==> src/rtl/rxq_pkg.sv <==
package rxq_pkg;
  typedef enum logic [1:0] {
    ST_HOLD = 2'b00,
    ST_WAIT = 2'b01,
    ST_QUAL = 2'b10,
    ST_UP   = 2'b11
  } rxq_state_e;
endpackage

==> src/rtl/rxq_sync.sv <==
module rxq_sync #(
  parameter int W      = 2,
  parameter int STAGES = 2
) (
  input  logic         clk_i,
  input  logic         rst_ni,
  input  logic [W-1:0] d_i,
  output logic [W-1:0] q_o
);
  logic [STAGES-1:0][W-1:0] chain_q;

  for (genvar s = 0; s < STAGES; s++) begin : g_stage
    if (s == 0) begin : g_first
      always_ff @(posedge clk_i or negedge rst_ni) begin
        if (!rst_ni) chain_q[0] <= '0;
        else         chain_q[0] <= d_i;
      end
    end else begin : g_next
      always_ff @(posedge clk_i or negedge rst_ni) begin
        if (!rst_ni) chain_q[s] <= '0;
        else         chain_q[s] <= chain_q[s-1];
      end
    end
  end

  assign q_o = chain_q[STAGES-1];

  AST_SYNC_DELAY: assert property (@(posedge clk_i) disable iff (!rst_ni)
    $past(chain_q[STAGES-2]) == chain_q[STAGES-1]) else $error("sync");
endmodule

==> src/rtl/rxq_timer.sv <==
module rxq_timer #(
  parameter int CNT_W = 18
) (
  input  logic             clk_i,
  input  logic             rst_ni,
  input  logic             run_i,
  input  logic [CNT_W-1:0] qual_cycles_i,
  output logic             done_o
);
  localparam int EW = CNT_W + 1;

  logic [CNT_W-1:0] cnt_q;
  logic [EW-1:0]    qual_eff, cnt_inc;

  assign qual_eff = (qual_cycles_i == '0) ? EW'(1) : {1'b0, qual_cycles_i};
  assign cnt_inc  = {1'b0, cnt_q} + EW'(1);
  assign done_o   = run_i && (cnt_inc >= qual_eff);

  always_ff @(posedge clk_i or negedge rst_ni) begin
    if (!rst_ni)      cnt_q <= '0;
    else if (!run_i)  cnt_q <= '0;
    else if (!done_o) cnt_q <= cnt_inc[CNT_W-1:0];
  end

  // a gap in run clears the count
  AST_RESTART_CLEARS: assert property (@(posedge clk_i) disable iff (!rst_ni)
    !run_i |=> cnt_q == '0) else $error("restart");
  AST_NO_OVERFLOW: assert property (@(posedge clk_i) disable iff (!rst_ni)
    (run_i && !done_o) |=> cnt_q != '0) else $error("overflow");
endmodule

==> src/rtl/rxq_fsm.sv <==
module rxq_fsm
  import rxq_pkg::*;
(
  input  logic       clk_i,
  input  logic       rst_ni,
  input  logic       lock_s_i,
  input  logic       sigdet_s_i,
  input  logic       gate_en_i,
  input  logic       qual_done_i,
  output logic       qual_run_o,
  output logic       rx_reset_o,
  output logic       link_valid_o,
  output rxq_state_e state_o
);
  rxq_state_e state_q, state_d;
  logic       valid_q;
  logic       no_sig, drop;

  assign no_sig = gate_en_i && !sigdet_s_i;
  assign drop   = !lock_s_i || no_sig;

  always_comb begin
    state_d = state_q;
    unique case (state_q)
      ST_HOLD: state_d = no_sig ? ST_WAIT : ST_QUAL;
      ST_WAIT: if (!no_sig) state_d = ST_QUAL;
      ST_QUAL: begin
        if (no_sig)           state_d = ST_WAIT;
        else if (qual_done_i) state_d = ST_UP;
      end
      ST_UP:   if (drop) state_d = ST_HOLD;
      default: state_d = ST_HOLD;
    endcase
  end

  always_ff @(posedge clk_i or negedge rst_ni) begin
    if (!rst_ni) begin
      state_q <= ST_HOLD;
      valid_q <= 1'b0;
    end else begin
      state_q <= state_d;
      valid_q <= (state_q == ST_UP) && !drop;
    end
  end

  assign qual_run_o   = (state_q == ST_QUAL) && !no_sig && lock_s_i;
  assign rx_reset_o   = (state_q != ST_UP);
  assign link_valid_o = valid_q && (state_q == ST_UP) && !drop;
  assign state_o      = state_q;

  AST_VALID_OUT_OF_RESET: assert property (@(posedge clk_i) disable iff (!rst_ni)
    link_valid_o |-> $past(state_q) == ST_UP) else $error("valid");
  AST_UP_NEEDS_LOCK: assert property (@(posedge clk_i) disable iff (!rst_ni)
    (state_q == ST_UP && $past(state_q) != ST_UP) |-> $past(lock_s_i)) else $error("up");
  AST_LOSS_DROPS: assert property (@(posedge clk_i) disable iff (!rst_ni)
    (state_q == ST_UP && !lock_s_i) |=> state_q == ST_HOLD) else $error("loss");
  AST_GATE_HOLDS: assert property (@(posedge clk_i) disable iff (!rst_ni)
    (state_q == ST_WAIT && gate_en_i && !sigdet_s_i) |=> state_q == ST_WAIT) else $error("gate");
endmodule

==> src/rtl/rx_lock_qualifier.sv <==
module rx_lock_qualifier
  import rxq_pkg::*;
#(
  parameter int CNT_W       = 18,
  parameter int SYNC_STAGES = 2
) (
  input  logic             clk_i,
  input  logic             rst_ni,
  input  logic             lock_i,
  input  logic             sigdet_i,
  input  logic             gate_en_i,
  input  logic [CNT_W-1:0] qual_cycles_i,
  output logic             rx_digital_reset_o,
  output logic             link_valid_o,
  output logic [1:0]       state_o
);
  logic [1:0] raw, synced;
  logic       run, done;
  rxq_state_e st;

  assign raw = {sigdet_i, lock_i};

  rxq_sync #(.W(2), .STAGES(SYNC_STAGES)) u_sync (
    .clk_i (clk_i),
    .rst_ni(rst_ni),
    .d_i   (raw),
    .q_o   (synced)
  );

  rxq_timer #(.CNT_W(CNT_W)) u_timer (
    .clk_i        (clk_i),
    .rst_ni       (rst_ni),
    .run_i        (run),
    .qual_cycles_i(qual_cycles_i),
    .done_o       (done)
  );

  rxq_fsm u_fsm (
    .clk_i       (clk_i),
    .rst_ni      (rst_ni),
    .lock_s_i    (synced[0]),
    .sigdet_s_i  (synced[1]),
    .gate_en_i   (gate_en_i),
    .qual_done_i (done),
    .qual_run_o  (run),
    .rx_reset_o  (rx_digital_reset_o),
    .link_valid_o(link_valid_o),
    .state_o     (st)
  );

  assign state_o = st;

  AST_NO_VALID_IN_RESET: assert property (@(posedge clk_i) disable iff (!rst_ni)
    !(link_valid_o && rx_digital_reset_o)) else $error("valid in reset");
endmodule

==> config.mk <==
export PLATFORM = sky130hd
export DESIGN_NAME = rx_lock_qualifier
export DESIGN_NICKNAME = d
export VERILOG_FILES = /design/src/rtl/rxq_pkg.sv /design/src/rtl/rxq_sync.sv /design/src/rtl/rxq_timer.sv /design/src/rtl/rxq_fsm.sv /design/src/rtl/rx_lock_qualifier.sv
export SDC_FILE = /design/constraint.sdc
export NUM_CORES = 1
export LEC_CHECK = 0
export ABC_AREA = 1
export BUFFER_PORTS_ARGS = -buffer_cell sky130_fd_sc_hd__buf_2
export CAP_MARGIN = 20
export CORE_MARGIN = 2
export CORE_UTILIZATION = 35
export CTS_CLUSTER_SIZE = 40
export DETAILED_ROUTE_END_ITERATION = 16
export GPL_ROUTABILITY_DRIVEN = 1
export PLACE_DENSITY = 0.6
export SLEW_MARGIN = 20
export SYNTH_ARGS = -nofsm -noshare
export SYNTH_HDL_FRONTEND = slang
export SYNTH_HIERARCHICAL = 1
export SYNTH_SLANG_ARGS = --single-unit
==> constraint.sdc <==
create_clock -name clk_i -period 3.81 [get_ports clk_i]
set_input_delay 0.381 -clock clk_i [delete_from_list [all_inputs] [get_ports clk_i]]
set_output_delay 0.381 -clock clk_i [all_outputs]
set_load 0.1 [all_outputs]
==> summary.txt, run 1 <==
CTS H-tree depth - 1
Iter 0 DRT Violations - 126
Final min period - 3.10 ns
grt total ovfl - 0
port bufs - 26
Worst-path clk slew - 0.10 ns
hold_buf cts - 0
Inserted Clock Buffers - 3
crit-path max FO - 19
placed instance area - 2330 sq um
top cells by area, synth - dfrtp_1 (29%), nand2_1 (13%), ha_1 (11%), inv_1 (8.0%), nand4_1 (6.7%)
crit path capture type - flip-flop
cts repair resizes - 0
fin area - 2380 sq um
cell taking the most area after synthesis - dfrtp_1
Yosys warning count - 6
post-synthesis cell area - 2160 sq um
Nets - 360
status - finished, final reports clean
routed vias/inst - 4.76
Initial Util - 36.4%
clock latency on the worst-skew pair - 0.28 ns
overall global routing resource usage - 15.5%
slew margin rel. - 62.3%
die height - 82.5 um
max-cap viol count - 0
FF/Latch Area - 626 sq um
GP Congestion - 0.865
max-slew violations - 0
Achievable Freq - 0.322 GHz
Routed Wire Length - 4820 um
Hold Vio Cnt, Final - 0
CP Launch Type - flip-flop
number of setup violations in the final report - 0
Mapped Cells - 294
total number of vias - 1867
FFs w/ async S/R, synth - 100%
Slew @ Worst Pin - 0.566 ns
WP data required - 3.99 ns
Leak - 1.31 nW
clk_skew - 0.0132 ns
DRC Markers - 0
first-pass GRT wire length - 7990 um
Die Wd - 82.5 um
multi-input logic area - 1290 sq um
DR pass1 iterations - 4
EDFF count, synth - 0
Yosys reg bits - 25
die area - 6800 sq um
Root Driver - clkbuf_8
DRT antenna net count - 0
top_reg_cell synth - dfrtp_1
Synth top area share - 29.0%
Fillers - 654
top-count cell post-synth - nand2_1
Post-CTS Setup Inserts - 0
r2r setup slk - 0.71 ns
Critical Path AT - 3.29 ns
Hold WC Path Type - input port to asynchronous set/reset pin
RSZ-0062 raised after global routing - no
antenna violations before repair - 0
Power per Cell Area - 329 nW/um^2
Routed WL per cell - 12.3 um
syn avg cell area - 7.33 sq um
n_diodes - 0
Commonest cells post-synth - nand2_1 (74), inv_1 (46), dfrtp_1 (25)
Cell variety after synth - 29
Power Total - 0.000783 W
TritonCTS Sinks - 25
Final TNS setup - 0 ns
CTS Buffer Depth - 2
Worst R2R End - u_fsm/state_o[0]
area delta synth->final - 10.6%
Synthesized Nets - 336
number of I/O pins - 27
row count - 28
layout cells sized above 1 - 19.6%
Peak VDD IR - 0.287 mV
sequential element share of the synthesized area - 29.0%
Min Hold Slack - 0.0849 ns
reg-to-reg startpoint - u_timer/cnt_q[0]
vias in the first global route - 1741
TritonCTS clock tree - built
R2R cell count - 21
largest net degree at the start of global routing - 38
critical path class - flip-flop to flip-flop
final critical-path share of the clock period - 81.5%
HPWL Detailed - 3760 um
Core Region - 5920 sq um
==> sequential cells by signal (all words and copies together) (netlist names) <==
register / count
u_timer/cnt_q: 18
u_fsm/state_o: 2
u_sync/chain_q: 2
u_sync/q_o: 2
u_fsm/valid_q: 1
==> worst max-delay path, cell delays in order (launching register included) <==
cell and delay [ns]:
dfrtp_1 0.45, ha_1 0.24, nand3_2 0.14, nor2_4 0.17, nand3_1 0.13, nor2_1 0.14, xor2_1 0.23, ha_1 0.28
nand2_1 0.11, nor2_1 0.05, nand2_1 0.07, nor2_1 0.04, nand2_1 0.05, nand2_1 0.07, nand3_1 0.13, nand3_4 0.25
nand2_1 0.13, inv_1 0.04, inv_1 0.06, nand3_2 0.09, nand3_2 0.07, nand2_1 0.05
==> how the worst max path moves through the flow <==
stage	from	to	slack, ns	cells past startpoint
finish	u_timer/cnt_q[0]	u_fsm/state_o[0]	0.71	21
global route	u_timer/cnt_q[0]	u_fsm/state_o[0]	0.39	21
CTS	u_timer/cnt_q[0]	u_fsm/state_o[0]	0.70	21
detailed placement	u_timer/cnt_q[0]	u_fsm/state_o[0]	0.71	21
global placement	u_timer/cnt_q[0]	u_fsm/state_o[0]	0.75	21
floorplan	u_fsm/state_o[0]	link_valid_o	0.35	4
==> layout by cell type, fill, tap and decap left out, types with 10 or more instances in the layout <==
cell,instances
buf_2,26
dfrtp_1,25
ha_1,19
inv_1,46
nand2_1,74
nand3_1,21
nand3_2,10
nand4_1,23
nor2_1,18
==> cells by family (layout without fill, tap and decap cells) <==
group | after synthesis | in the layout | synth area share [%]
simple gates | 169 | 169 | 40.2
buf+inv | 57 | 80 | 11.3
flops | 25 | 25 | 29.0
fa+ha+maj | 19 | 19 | 11.0
xor+xnor | 14 | 14 | 5.69
compound gates | 10 | 10 | 2.79
==> layout make-up <==
class,count,share of cell area [%]
multi-input cells,212,54.1
flip-flops and latches,25,26.2
inverters,48,7.61
repair buffers,28,6.09
well taps,75,3.94
clock buffers,3,1.73
clock inverters,1,0.315
==> per-layer routing <==
layer | wire length (um) | global-route usage, % | vias to the layer above
li1 | - | - | 998
met1 | 2320 | 20.3 | 847
met2 | 2370 | 26.7 | 18
met3 | 106 | 2.28 | 4
met4 | 29 | 3.50 | 0
met5 | 0 | 0 | -
==> through the flow <==
stage	setup slack, ns	cells	util, %
CTS	0.702	392	40.3
global placement	0.746	388	39.4
floorplan	0.348	294	-
finish	0.706	392	40.3
detailed placement	0.714	388	39.4
global route	0.392	392	40.3
==> power by group <==
| part | total (W) | leakage, nW | switching [W] | internal [W] |
|---|---|---|---|---|
| sequential | 0.000304 | 0.334 | 0.0000195 | 0.000284 |
| combinational | 0.000315 | 0.954 | 0.000246 | 0.0000694 |
| clock | 0.000165 | 0.0217 | 0.0000904 | 0.0000743 |
Note: power is estimated with default switching activity, not from simulation.
==> run 2, diff against run 1 <==
--- a/config.mk
+++ b/config.mk
@@ -13,7 +13,7 @@
 export CTS_CLUSTER_SIZE = 40
 export DETAILED_ROUTE_END_ITERATION = 16
 export GPL_ROUTABILITY_DRIVEN = 1
-export PLACE_DENSITY = 0.6
+export PLACE_DENSITY = 0.62
 export SLEW_MARGIN = 20
 export SYNTH_ARGS = -nofsm -noshare
 export SYNTH_HDL_FRONTEND = slang
==> constraint.sdc (replaced) <==
create_clock -name clk_i -period 2.6 [get_ports clk_i]
set_input_delay 0.26 -clock clk_i [delete_from_list [all_inputs] [get_ports clk_i]]
set_output_delay 0.26 -clock clk_i [all_outputs]
set_load 0.1 [all_outputs]
==> summary.txt, run 2 (synthesis gave the netlist of run 1 again) <==
Power per Cell Area - 419 nW/um^2 (+28%)
number of setup violations in the final report - 1 (+1)
layout cells sized above 1 - 34.2% (+15 points)
failing checks - setup timing
Worst-path clk slew - 0.10 ns (about the same)
Nets - 394 (+9.4%)
Flop pwr share - 37.5% (-1.3 points)
Top reg by flops - u_timer/cnt_q
clk_skew - 0.0128 ns (-0.000426 ns)
clock latency on the worst-skew pair - 0.28 ns (about the same)
Sw Pwr - 0.000532 W (+50%)
RSZ-0062 raised after global routing - yes
Fillers - 594 (-9.2%)
WP data required - 2.78 ns (-1.21 ns)
grt total ovfl - 0 (unchanged)
Core Region - 5920 sq um (unchanged)
Hold WC Path Type - input port to flip-flop
slew margin rel. - 62.2% (-0.092 points)
Initial Util - 36.4% (unchanged)
FF/Latch Area - 629 sq um (+0.60%)
port bufs - 26 (unchanged)
combinational fraction of design power - 41.9% (+1.7 points)
final core utilization - 47.9% (+7.7 points)
Switching Fraction - 44.8% (-0.64 points)
number of I/O pins - 27 (unchanged)
critical path class - flip-flop to flip-flop
Power Total - 0.00119 W (+52%)
vias in the first global route - 1937 (+11%)
Final min period - 2.62 ns (-0.485 ns)
total number of vias - 2057 (+10%)
Root Driver - clkbuf_8
TritonCTS clock tree - built
Leak - 1.56 nW (+19%)
routed vias/inst - 4.83 (+1.4%)
final critical-path share of the clock period - 101% (+19 points)
die height - 82.5 um (unchanged)
Critical Path AT - 2.80 ns (-0.49 ns)
Inserted Clock Buffers - 3 (unchanged)
GP Congestion - 0.901 (+4.1%)
overall global routing resource usage - 16.7% (+1.3 points)
Achievable Freq - 0.382 GHz (+19%)
largest net degree at the start of global routing - 26 (-32%)
antenna violations before repair - 0 (unchanged)
most common cell after layout, fill and taps aside - nand2_1
die area - 6800 sq um (unchanged)
max-slew violations - 0 (unchanged)
crit path capture type - flip-flop
Final TNS setup - -0.0196 ns (-0.0196 ns)
TritonCTS Sinks - 25 (unchanged)
first-pass GRT wire length - 8600 um (+7.6%)
DRC Markers - 0 (unchanged)
DRT antenna net count - 0 (unchanged)
most frequent cells in the layout - nand2_1 (70), inv_1 (44), buf_4 (31), buf_2 (26), nand4_1 (23)
HPWL Detailed - 4110 um (+9.2%)
final worst slack - -0.0196 ns (-0.725 ns)
status - complete, but fails checks
max-cap viol count - 0 (unchanged)
area delta synth->final - 31.6%
multi-input logic area - 1440 sq um (+12%)
cell-internal power - 0.000657 W (+54%)
Clock Power Share - 20.6% (-0.4 points)
CTS H-tree depth - 1 (unchanged)
Routed WL per cell - 12.4 um (+1.1%)
Routed Wire Length - 5300 um (+9.9%)
crit-path max FO - 4 (-15)
number of flip-flops in the largest register - 18 (unchanged)
CP Launch Type - flip-flop
n_diodes - 0 (unchanged)
Slew @ Worst Pin - 0.567 ns (+0.00138 ns)
row count - 28 (unchanged)
Iter 0 DRT Violations - 133 (+5.6%)
DR pass1 iterations - 4 (unchanged)
Hold Vio Cnt, Final - 0 (unchanged)
CTS Buffer Depth - 2 (unchanged)
Peak VDD IR - 0.765 mV (+170%)
Die Wd - 82.5 um (unchanged)
==> run 2: changes by cell type in the layout (fill, tap and decap cells not counted), sizes merged <==
cell,change
dlygate4sd3,+1
inv,+1
buf,+33
clkinvlp,-1
==> run 2: final cells by class <==
type                       count  area share, %
clock buffer                   3           1.46
timing repair buffer          62           15.5
tap                           75           3.31
sequential                    25           22.2
clock inverter                 1          0.309
inverter                      48           6.40
multi-input combinational    212           50.9
==> run 2: metrics by stage <==
stage	hold WS [ns]	setup slack [ns]	instances	cell area [sq um]
6_report	0.0775	-0.0196	426	2840
4_1_cts	0.0659	0.00208	423	2730
3_3_place_gp	0.281	-0.0685	413	2600
5_1_grt	0.0515	-0.232	426	2840
3_5_place_dp	0.301	-0.111	413	2600
2_1_floorplan	-0.0356	-0.0181	294	2200
==> run 2: power by group through the flow <==
stage          registers (W)  clock network (W)  logic [W]
2_1_floorplan       0.000564                  0   0.000271
3_3_place_gp        0.000450                  0   0.000488
3_5_place_dp        0.000454                  0   0.000497
4_1_cts             0.000447           0.000257   0.000500
5_1_grt             0.000451           0.000284   0.000545
6_report            0.000446           0.000245   0.000498
==> run 2: worst paths after layout <==
check,slack [ns],end,depth (start not counted),start
max,-0.02,u_fsm/state_o[0],21,u_timer/cnt_q[1]
min in group asynchronous,0.50,u_timer/cnt_q[17],2,rst_ni
max reg2reg,-0.02,u_fsm/state_o[0],21,u_timer/cnt_q[1]
min,0.08,u_sync/chain_q[0],1,lock_i
max in group asynchronous,1.69,u_timer/cnt_q[1],2,rst_ni
min reg2reg,0.36,u_sync/q_o[0],0,u_sync/chain_q[0]
==> run 2: timing repair <==
item,4_1_cts,5_1_grt
buffers inserted,5,3
resized for setup,8,19
hold buffers,1,0
endpoints found under the hold margin,16,0
endpoints found under the setup margin,20,20
pin swaps,5,6
==> run 2: metal layers <==
layer	GRT usage [%]	share of wire [%]	vias to the layer above
li1	-	-	1063
met1	21.2	45	948
met2	29.3	51	42
met3	1.74	3.3	4
met4	6.17	1.1	0
met5	0	0	-
==> run 2: worst max-delay path, cell delays in order, from the launching register on <==
cell and delay (ns):
dfrtp_2 0.42, ha_4 0.16, nand3_4 0.09, nor2_4 0.20
nand3_4 0.12, nor2_4 0.11, xor2_2 0.20, ha_1 0.29
nand2_2 0.08, nor2_1 0.04, nand2_1 0.06, nor2_1 0.04
nand2_1 0.06, nand2_2 0.08, nand3_2 0.09, nand3_4 0.10
nand2_2 0.08, inv_2 0.03, inv_2 0.04, nand3_2 0.09
nand3_2 0.08, nand2_1 0.04
==> run 3, diff against run 2 <==
==> constraint.sdc (replaced) <==
create_clock -name clk_i -period 2.6 [get_ports clk_i]
set_input_delay 0.65 -clock clk_i [delete_from_list [all_inputs] [get_ports clk_i]]
set_output_delay 0.65 -clock clk_i [all_outputs]
set_load 0.1 [all_outputs]
==> summary.txt, run 3 (synthesis gave the netlist of run 1 again) <==
clk_skew - 0.00595 ns (-0.00680 ns)
max-slew violations - 0 (unchanged)
die area - 6800 sq um (unchanged)
number of setup violations in the final report - 20 (+19)
critical path class - flip-flop to flip-flop
multi-input logic area - 1570 sq um (+9.1%)
Iter 0 DRT Violations - 127 (-4.5%)
n_diodes - 0 (unchanged)
area delta synth->final - 41.4%
total number of vias - 2148 (+4.4%)
Worst path max stage delay - 0.44 ns (+0.02 ns)
Root Driver - clkbuf_8
Leak - 1.63 nW (+4.8%)
Die Wd - 82.5 um (unchanged)
HPWL Detailed - 4030 um (-1.8%)
CTS H-tree depth - 1 (unchanged)
RSZ-0062 raised after global routing - yes
final critical-path share of the clock period - 102% (+1.4 points)
CP Launch Type - flip-flop
TritonCTS Sinks - 25 (unchanged)
Power per Cell Area - 398 nW/um^2 (-5.0%)
layout cells sized above 1 - 41.5% (+7.3 points)
slew margin rel. - 61.6% (-0.55 points)
largest net degree at the start of global routing - 38 (+46%)
Inserted Clock Buffers - 3 (unchanged)
CP Cell Sequence - ha_4, nand3_4, nor2_4, nand2_4, nor2_4, xor2_2, ha_1, nand2_1, inv_1, o21ai_1, nand2_1, nand3_1, nand2_1, inv_2, nand3_4, nand2_2, inv_2, inv_2, nand3_4, nand3_2, nand2_1
Hold WC Path Type - flip-flop to flip-flop
Bufs and invs on worst path - 4 (+2)
antenna violations before repair - 0 (unchanged)
failing checks - setup timing
Routed WL per cell - 14.1 um (+14%)
Peak VDD IR - 0.802 mV (+4.9%)
GR Layer Usage met3 - 0.978% (-0.76 points)
Worst-path clk slew - 0.09 ns (about the same)
CP max stage cell - dfrtp_2
GRT busiest layer - met2
first-pass GRT wire length - 9060 um (+5.4%)
most common cell after layout, fill and taps aside - nand2_1
grt total ovfl - 0 (unchanged)
Slew @ Worst Pin - 0.576 ns (+0.00825 ns)
crit-path max FO - 3 (-1)
DRC Markers - 0 (unchanged)
Non-Filler Instances - 429 (+0.70%)
most frequent cells in the layout - nand2_1 (62), inv_1 (41), buf_4 (31), buf_2 (26), nand4_1 (23)
CTS Buffer Depth - 2 (unchanged)
fin area - 3050 sq um (+7.5%)
crit path capture type - flip-flop
Critical Path AT - 2.82 ns (+0.02 ns)
max-cap viol count - 0 (unchanged)
die height - 82.5 um (unchanged)
Nets - 397 (+0.76%)
number of flip-flops in the largest register - 18 (unchanged)
status - complete, but fails checks
Top reg by flops - u_timer/cnt_q
number of I/O pins - 27 (unchanged)
DRT antenna net count - 0 (unchanged)
placed instance area - 2590 sq um (-0.29%)
GP Congestion - 0.884 (-1.8%)
most frequent CP cell - nand2_1
WP data required - 2.76 ns (-0.02 ns)
FF/Latch Area - 633 sq um (+0.60%)
dpl cells - 410 (-0.73%)
clock latency on the worst-skew pair - 0.27 ns (about the same)
Worst path top cell family by delay - simple AND/OR/NAND/NOR gates
TritonCTS clock tree - built
Fillers - 550 (-7.4%)
vias in the first global route - 2013 (+3.9%)
Hold Vio Cnt, Final - 0 (unchanged)
Achievable Freq - 0.376 GHz (-1.4%)
port bufs - 26 (unchanged)
row count - 28 (unchanged)
DR pass1 iterations - 4 (unchanged)
Power Total - 0.00121 W (+2.1%)
M2 GR Usage - 29.8% (+0.48 points)
overall global routing resource usage - 17.2% (+0.46 points)
met1 GRT Util - 22.8% (+1.6 points)
routed vias/inst - 5.01 (+3.7%)
Routed Wire Length - 6060 um (+14%)
Final min period - 2.66 ns (+0.0371 ns)
final worst slack - -0.0567 ns (-0.0371 ns)
Core Region - 5920 sq um (unchanged)
Initial Util - 36.4% (unchanged)
-- run 3: path summary, 6_finish.rpt --
check | from | endpoint | slack [ns] | cells past startpoint
setup / recovery | u_timer/cnt_q[0] | u_fsm/state_o[0] | -0.06 | 21
hold / removal | u_sync/chain_q[0] | u_sync/q_o[0] | 0.35 | 0
setup reg to reg | u_timer/cnt_q[0] | u_fsm/state_o[0] | -0.06 | 21
hold reg to reg | u_sync/chain_q[0] | u_sync/q_o[0] | 0.35 | 0
max in group asynchronous | rst_ni | u_timer/cnt_q[0] | 1.81 | 1
min in group asynchronous | rst_ni | u_timer/cnt_q[13] | 0.36 | 1
-- run 3: metal layers --
metal | wire, um | up-vias
met2 | 3040 | 70
met5 | 0 | -
met4 | 128 | 0
met3 | 255 | 13
met1 | 2630 | 993
li1 | - | 1072
-- run 3: repair_timing --
action / 4_1_cts / 5_1_grt
setup buffers: 8 / 4
hold buffers: 0 / 0
pin swaps: 5 / 14
gates cloned: 0 / 3
endpoints found under the setup margin: 20 / 20
resized for setup: 7 / 47
-- run 3: report_power, final --
group / internal [W] / leakage [nW] / switching, W
Sequential: 0.000421 / 0.325 / 0.0000308
Clock: 0.000107 / 0.0255 / 0.000127
Combinational: 0.000139 / 1.28 / 0.000389
-- run 3: final cells by class --
cell class | instances | area share [%]
Inverter | 48 | 5.95
Clock inverter | 1 | 0.164
Sequential cell | 25 | 20.8
Clock buffer | 3 | 1.35
Tap cell | 75 | 3.08
Multi-Input combinational cell | 212 | 51.6
Timing Repair Buffer | 65 | 17.1
-- run 3: metrics by stage --
step | setup slack, ns | hold WS, ns | TNS (ns) | util (%)
5_1_grt | -0.186 | 0.375 | -3.28 | 51.5
6_report | -0.0567 | 0.353 | -0.443 | 51.5
3_3_place_gp | -0.0339 | 0.337 | -0.0635 | 43.7
4_1_cts | 0.00337 | 0.356 | 0 | 46.3
2_1_floorplan | -0.0115 | 0.331 | -0.0115 | -
3_5_place_dp | -0.0681 | 0.336 | -0.511 | 43.7
